File: config.mk
export PLATFORM = sky130hd
export DESIGN_NAME = baud_srch_top
export DESIGN_NICKNAME = d
export VERILOG_FILES = /design/src/rtl/baud_srch_pkg.sv /design/src/rtl/baud_srch_div.sv /design/src/rtl/baud_srch_absdiff.sv /design/src/rtl/baud_srch_top.sv
export SDC_FILE = /design/constraint.sdc
export NUM_CORES = 2
export LEC_CHECK = 0
export BUFFER_PORTS_ARGS = -buffer_cell sky130_fd_sc_hd__buf_2
export CAP_MARGIN = 40
export CORE_MARGIN = 2
export CORE_UTILIZATION = 40
export CTS_BUF_LIST = sky130_fd_sc_hd__clkbuf_4
export DETAILED_ROUTE_END_ITERATION = 8
export PLACE_DENSITY_LB_ADDON = 0.12
export SETUP_SLACK_MARGIN = 0.15
export SLEW_MARGIN = 20
export SYNTH_ARGS = -nofsm -noshare
export SYNTH_HDL_FRONTEND = slang
export SYNTH_SLANG_ARGS = --single-unit
export TNS_END_PERCENT = 20
File: constraint.sdc
create_clock -name clk -period 8.9 [get_ports clk]
set_input_delay 1.78 -clock clk [delete_from_list [all_inputs] [get_ports clk]]
set_output_delay 1.78 -clock clk [all_outputs]
set_load 0.02 [all_outputs]
File: src/rtl/baud_srch_pkg.sv
package baud_srch_pkg;
    typedef enum logic [2:0] {
        ST_IDLE,
        ST_QUOT,
        ST_RATE_LO,
        ST_RATE_HI,
        ST_LIMIT
    } srch_state_e;
endpackage

File: src/rtl/baud_srch_div.sv
module baud_srch_div #(
    parameter int N = 32,
    parameter int D = 38
) (
    input  logic         clk,
    input  logic         rst_n,
    input  logic         go,
    input  logic [N-1:0] dividend,
    input  logic [D-1:0] divisor,
    output logic         done,
    output logic [N-1:0] quotient
);
    localparam int CW = $clog2(N + 1);

    typedef struct packed {
        logic          run;
        logic          done;
        logic [CW-1:0] cnt;
        logic [D:0]    rem;
        logic [N-1:0]  quo;
        logic [D-1:0]  dvs;
    } div_reg_t;

    div_reg_t r_q, r_d;
    logic [D:0] trial;
    logic       fits;

    always_comb begin
        r_d      = r_q;
        r_d.done = 1'b0;
        trial    = {r_q.rem[D-1:0], r_q.quo[N-1]};
        fits     = (trial >= {1'b0, r_q.dvs});
        if (go) begin
            r_d.run = 1'b1;
            r_d.cnt = CW'(N);
            r_d.rem = '0;
            r_d.quo = dividend;
            r_d.dvs = divisor;
        end else if (r_q.run) begin
            r_d.rem = fits ? (trial - {1'b0, r_q.dvs}) : trial;
            r_d.quo = {r_q.quo[N-2:0], fits};
            r_d.cnt = r_q.cnt - 1'b1;
            if (r_q.cnt == CW'(1)) begin
                r_d.run  = 1'b0;
                r_d.done = 1'b1;
            end
        end
    end

    always_ff @(posedge clk or negedge rst_n) begin
        if (!rst_n) r_q <= '0;
        else        r_q <= r_d;
    end

    assign done     = r_q.done;
    assign quotient = r_q.quo;
endmodule

File: src/rtl/baud_srch_absdiff.sv
module baud_srch_absdiff #(
    parameter int W = 32
) (
    input  logic [W-1:0] a,
    input  logic [W-1:0] b,
    output logic [W-1:0] diff
);
    always_comb begin
        if (a >= b) diff = a - b;
        else        diff = b - a;
    end
endmodule

File: src/rtl/baud_srch_top.sv
module baud_srch_top
    import baud_srch_pkg::*;
#(
    parameter int WIDTH   = 32,
    parameter int OSR_MIN = 4,
    parameter int OSR_MAX = 32,
    parameter int PCT_NUM = 3,
    parameter int PCT_DEN = 100,
    parameter int OSR_W   = $clog2(OSR_MAX + 1)
) (
    input  logic             clk,
    input  logic             rst_n,
    input  logic             start,
    input  logic [WIDTH-1:0] src_hz,
    input  logic [WIDTH-1:0] baud,
    output logic             done,
    output logic             busy,
    output logic [OSR_W-1:0] osr_best,
    output logic [WIDTH-1:0] div_best,
    output logic [WIDTH-1:0] err_best,
    output logic             supported
);
    localparam int DVS_W = WIDTH + OSR_W;
    localparam int LIM_W = WIDTH + 2;

    typedef struct packed {
        srch_state_e      st;
        logic             go;
        logic [WIDTH-1:0] dvd;
        logic [DVS_W-1:0] dvs;
        logic [WIDTH-1:0] src;
        logic [WIDTH-1:0] bd;
        logic [OSR_W-1:0] osr;
        logic [WIDTH-1:0] q;
        logic [WIDTH-1:0] e1;
        logic [WIDTH-1:0] b_err;
        logic [OSR_W-1:0] b_osr;
        logic [WIDTH-1:0] b_div;
        logic [OSR_W-1:0] o_osr;
        logic [WIDTH-1:0] o_div;
        logic [WIDTH-1:0] o_err;
        logic             o_sup;
        logic             done;
    } top_reg_t;

    top_reg_t r_q, r_d;

    logic             div_done;
    logic [WIDTH-1:0] div_quo;
    logic [WIDTH-1:0] err_now;
    logic [WIDTH-1:0] qv;
    logic [WIDTH-1:0] cand_e;
    logic [WIDTH-1:0] cand_q;
    logic [OSR_W-1:0] osr_nx;
    logic [LIM_W-1:0] limit;

    baud_srch_div #(.N(WIDTH), .D(DVS_W)) u_div (
        .clk      (clk),
        .rst_n    (rst_n),
        .go       (r_q.go),
        .dividend (r_q.dvd),
        .divisor  (r_q.dvs),
        .done     (div_done),
        .quotient (div_quo)
    );

    baud_srch_absdiff #(.W(WIDTH)) u_err (
        .a    (div_quo),
        .b    (r_q.bd),
        .diff (err_now)
    );

    always_comb begin
        r_d      = r_q;
        r_d.go   = 1'b0;
        r_d.done = 1'b0;
        qv       = (div_quo == '0) ? WIDTH'(1) : div_quo;
        osr_nx   = r_q.osr + 1'b1;
        limit    = LIM_W'(div_quo) * LIM_W'(PCT_NUM);
        if (r_q.e1 > err_now) begin
            cand_e = err_now;
            cand_q = r_q.q + 1'b1;
        end else begin
            cand_e = r_q.e1;
            cand_q = r_q.q;
        end
        case (r_q.st)
            ST_IDLE: begin
                if (start) begin
                    if (baud == '0) begin
                        r_d.o_osr = '0;
                        r_d.o_div = '0;
                        r_d.o_err = '0;
                        r_d.o_sup = 1'b0;
                        r_d.done  = 1'b1;
                    end else begin
                        r_d.src   = src_hz;
                        r_d.bd    = baud;
                        r_d.b_err = baud;
                        r_d.b_osr = '0;
                        r_d.b_div = '0;
                        r_d.osr   = OSR_W'(OSR_MIN);
                        r_d.dvd   = src_hz;
                        r_d.dvs   = DVS_W'(baud) * DVS_W'(OSR_MIN);
                        r_d.go    = 1'b1;
                        r_d.st    = ST_QUOT;
                    end
                end
            end
            ST_QUOT: begin
                if (div_done) begin
                    r_d.q   = qv;
                    r_d.dvs = DVS_W'(r_q.osr) * DVS_W'(qv);
                    r_d.go  = 1'b1;
                    r_d.st  = ST_RATE_LO;
                end
            end
            ST_RATE_LO: begin
                if (div_done) begin
                    r_d.e1  = err_now;
                    r_d.dvs = DVS_W'(r_q.osr) * DVS_W'(r_q.q + 1'b1);
                    r_d.go  = 1'b1;
                    r_d.st  = ST_RATE_HI;
                end
            end
            ST_RATE_HI: begin
                if (div_done) begin
                    if (cand_e <= r_q.b_err) begin
                        r_d.b_err = cand_e;
                        r_d.b_osr = r_q.osr;
                        r_d.b_div = cand_q;
                    end
                    r_d.go = 1'b1;
                    if (r_q.osr == OSR_W'(OSR_MAX)) begin
                        r_d.dvd = r_q.bd;
                        r_d.dvs = DVS_W'(PCT_DEN);
                        r_d.st  = ST_LIMIT;
                    end else begin
                        r_d.osr = osr_nx;
                        r_d.dvd = r_q.src;
                        r_d.dvs = DVS_W'(r_q.bd) * DVS_W'(osr_nx);
                        r_d.st  = ST_QUOT;
                    end
                end
            end
            ST_LIMIT: begin
                if (div_done) begin
                    r_d.o_osr = r_q.b_osr;
                    r_d.o_div = r_q.b_div;
                    r_d.o_err = r_q.b_err;
                    r_d.o_sup = (LIM_W'(r_q.b_err) <= limit);
                    r_d.done  = 1'b1;
                    r_d.st    = ST_IDLE;
                end
            end
            default: r_d.st = ST_IDLE;
        endcase
    end

    always_ff @(posedge clk or negedge rst_n) begin
        if (!rst_n) r_q <= '0;
        else        r_q <= r_d;
    end

    assign done      = r_q.done;
    assign busy      = (r_q.st != ST_IDLE);
    assign osr_best  = r_q.o_osr;
    assign div_best  = r_q.o_div;
    assign err_best  = r_q.o_err;
    assign supported = r_q.o_sup;
endmodule

==> flow_metrics.py <==
metrics = {
    "routing": {
        "dr_wl_met3_um": 11900,
        "topRoutingLayerUsed": "met5",
        "drt-pass1-iter-count": 5,
        "viasPerCell": 5.544,
        "met2_wirelength_um": 76900,
        "route.detailed.drc": 0,
        "drtAntennaViolNets": 0,
        "met1Wirelength_um": 74910,
        "num_vias": 40579,
        "first_iteration_detailed_routing_drc_count": 2971,
        "detailed_route_wire_length_per_cell_um": 23.19,
        "drt-total-wl_um": 169800,
    },
    "yosys": {
        "yosys.area.top_type": "sky130_fd_sc_hd__dfrtp_1",
        "syn_nets": 6373,
        "synth.yosys.warnings": 0,
        "synth.cell_area_um2": 46890,
        "yosys.cell_types.count": 89,
        "synthArstFlopShare": 1.000,
        "post-synth-top-count-cell": "sky130_fd_sc_hd__nand2_1",
        "synthesized_area_per_cell_um2": 8.451,
        "post_synth_inst_count": 5549,
        "ys_seq_elements": 466,
        "synthFlopType": "sky130_fd_sc_hd__dfrtp_1",
        "synth_top_cells_by_area": "sky130_fd_sc_hd__dfrtp_1 (25%), sky130_fd_sc_hd__fa_1 (16%), sky130_fd_sc_hd__ha_1 (10%)",
        "seq_area_frac_synth": 0.2487,
        "synth-edff-count": 0,
        "synthDominantCellAreaShare": 0.2487,
        "synth_commonest_cells": "sky130_fd_sc_hd__nand2_1 (1,072), sky130_fd_sc_hd__inv_1 (519), sky130_fd_sc_hd__dfrtp_1 (466)",
    },
    "sta": {
        "timing.final.crit_period_ns": 8.263,
        "setup_slack_ns": 0.6368,
        "fin_tns_setup_ns": 0,
        "max_slew_margin": 0.3166,
        "hold_viol": 0,
        "final.period_utilization": 0.9284,
        "timing.final.setup_violations": 0,
        "worst-slew-pin-transition_ns": 1.025,
        "fmaxAchievable_ghz": 0.1210,
        "maxSlewViolCount": 0,
        "grt_setup_unrepaired": "false",
        "fin_skew_ns": 0.1079,
    },
    "critical_path": {
        "start_kind": "flop",
        "critPathArrivalTime_ns": 9.25,
        "max_stage_delay_ns": 0.40,
        "worstPathMaxFanout": 42,
        "end_kind": "flop",
        "r2r_slack_ns": 0.64,
        "critPathRequiredTime_ns": 9.89,
        "cell_seen_most_often_among_critical_path_stages": "sky130_fd_sc_hd__a21o_1",
        "reg2reg_from": "u_div.quotient[0]",
        "reg2reg_to": "r_q[98]",
        "worst_r2r_path_depth": 38,
        "critical_path_class": "flop to flop",
        "crit_path_top_delay_cell": "sky130_fd_sc_hd__mux2_2",
    },
    "final_layout": {
        "area_growth_syn_to_layout_pct": 10.71,
        "final_nets": 6512,
        "drive_gt1_frac": 0.1159,
        "post-route-util": 0.4468,
        "instances_no_fill": 7320,
    },
    "min_path": {
        "min_delay_worst_endpoint": "u_div.quotient[4]",
        "hold_depth": 2,
        "min-delay-start": "r_q[318]",
        "min_path_type": "flop to flop",
    },
    "power_and_ir_drop": {
        "total_power_mw": 20.33,
        "p_per_area_nw_per_um2": 391.5,
        "vdd_ir_drop_max_mv": 0.2986,
        "p_leak_nw": 25.34,
    },
    "die": {
        "core_area_um2": 116200,
        "placementRows": 125,
        "starting_density_of_the_core": 0.4036,
        "num_io_pins": 140,
        "die_h_um": 346.4,
        "die_area_um2": 120000,
        "floorplan.die.width_um": 346.4,
    },
    "placement": {
        "dp.cells": 7054,
        "port_buffers": 139,
        "pre_cts_slack_ns": 0.2812,
        "hpwl_um": 132300,
        "gp_congestion": 0.9675,
    },
    "cts": {
        "cts.sink_count": 466,
        "cts.path.max_buffers": 3,
        "cts.hold.buffers_added": 0,
        "tritoncts.num_buffers": 144,
        "cts_tree": "built",
        "cts_root_buffer": "sky130_fd_sc_hd__clkbuf_4",
        "cts_htree_levels": 4,
        "worstSkewPairLatency_ns": 1.16,
        "clkTransAtPathRegs_ns": 0.06,
    },
    "grt": {
        "number_of_antenna_violations_at_the_first_check_in_global_routing": 9,
        "first_global_vias": 40601,
        "gr-usage-all-layers": 0.2827,
        "grt_first_pass_wirelength_um": 256400,
        "grt_start_max_net_pins": 142,
        "grt_overflow_total": 0,
    },
    "run_status": {
        "run_status": "finished clean",
    },
    "job": {
        "timing.max_cap.violations": 0,
    },
}
[cell usage in the layout, fill, tap and decap left out, types with 17 or more instances in the layout]
cell type,n
sky130_fd_sc_hd__nand2_1,1071
sky130_fd_sc_hd__inv_1,519
sky130_fd_sc_hd__dfrtp_1,461
sky130_fd_sc_hd__ha_1,387
sky130_fd_sc_hd__fa_1,370
sky130_fd_sc_hd__a21oi_1,314
sky130_fd_sc_hd__o21ai_0,298
sky130_fd_sc_hd__nor2_1,284
sky130_fd_sc_hd__buf_4,220
sky130_fd_sc_hd__clkbuf_4,203
sky130_fd_sc_hd__a21o_1,194
sky130_fd_sc_hd__xnor2_1,140
sky130_fd_sc_hd__buf_2,139
sky130_fd_sc_hd__a22o_1,126
sky130_fd_sc_hd__xor2_1,101
sky130_fd_sc_hd__mux2i_1,83
sky130_fd_sc_hd__a31oi_1,67
sky130_fd_sc_hd__a211oi_1,65
sky130_fd_sc_hd__nand3_1,58
sky130_fd_sc_hd__nor3_1,53
sky130_fd_sc_hd__nand4_1,52
sky130_fd_sc_hd__nor2b_1,50
sky130_fd_sc_hd__and2_1,44
sky130_fd_sc_hd__o31ai_1,43
sky130_fd_sc_hd__nand2b_1,38
sky130_fd_sc_hd__clkinv_1,33
sky130_fd_sc_hd__and3_1,28
sky130_fd_sc_hd__o21bai_1,28
sky130_fd_sc_hd__o21a_1,23
sky130_fd_sc_hd__nor4_1,17
sky130_fd_sc_hd__a22oi_1,17
[registers in the layout, indices dropped and copies added (netlist names)]
name and cells:
div_best 32, done 1, err_best 32, osr_best 6, r_q 278, supported 1
u_div.done 1, u_div.quotient 32, u_div.r_q 83
[area by class of cell]
cell class                      instances  area, µm²
Tap cell                             1524       1907
Antenna cell                            6      15.01
Sequential cell                       466      11670
Clock buffer                          203       1524
Clock inverter                         45      277.8
Inverter                              522       1959
Multi-Input combinational cell       4175      31800
Fill cell                           11807      64290
Timing Repair Buffer                  379       2760
[cell families after synthesis]
family                   synth area share
multiplexers                      0.01980
XOR/XNOR                          0.04610
flip-flops                         0.2487
buffers and inverters             0.07935
adder cells (fa/ha/maj)            0.2612
AO/OA/AOI/OAI                      0.1818
AND/OR/NAND/NOR                    0.1631
[power by group]
group / internal, mW / leakage, nW / switching, mW
registers: 2.86 / 5.95 / 0.704
logic: 5.57 / 18.3 / 8.99
clock network: 1.14 / 1.07 / 1.06
total: 9.57 / 25.3 / 10.8
[worst max-delay path: cells and delay by family (launching register included)]
kind                     cells  cell delay (ns)
multiplexers                 1             0.40
buffers and inverters        7             1.09
flip-flops                   1             0.37
XOR/XNOR                     1             0.17
adder cells (fa/ha/maj)      4             1.17
AND/OR/NAND/NOR              7             1.03
AO/OA/AOI/OAI               18             3.87
[worst max path at each step]
stage / start / to / slack [ns] / cells past startpoint
4_1_cts: u_div.quotient[0] / r_q[98] / 0.24 / 40
5_1_grt: u_div.quotient[0] / r_q[98] / 0.14 / 40
2_1_floorplan: u_div.quotient[0] / r_q[126] / 1.04 / 41
3_5_place_dp: u_div.quotient[0] / r_q[98] / 0.28 / 40
3_3_place_gp: u_div.quotient[0] / r_q[98] / 0.43 / 40
6_report: u_div.quotient[0] / r_q[98] / 0.64 / 38
[through the flow]
step                cell area (µm²)  hold WS (ns)
finish                        51920        0.4562
global route                  51910        0.4908
CTS                           51630        0.4671
detailed placement            49830        0.4617
global placement              49570        0.4568
floorplan                     46900        0.4455
[routing by layer]
layer | vias to the layer above | global-route usage
li1 | 18916 | -
met1 | 20186 | 0.3803
met2 | 1215 | 0.4447
met3 | 256 | 0.06322
met4 | 6 | 0.1030
met5 | - | 0
[timing repair]
action                                  CTS  global route
setup buffers                             0             4
endpoints found under the setup margin    0            70
resized for setup                         0            23
(Power assumes the default switching activity.)
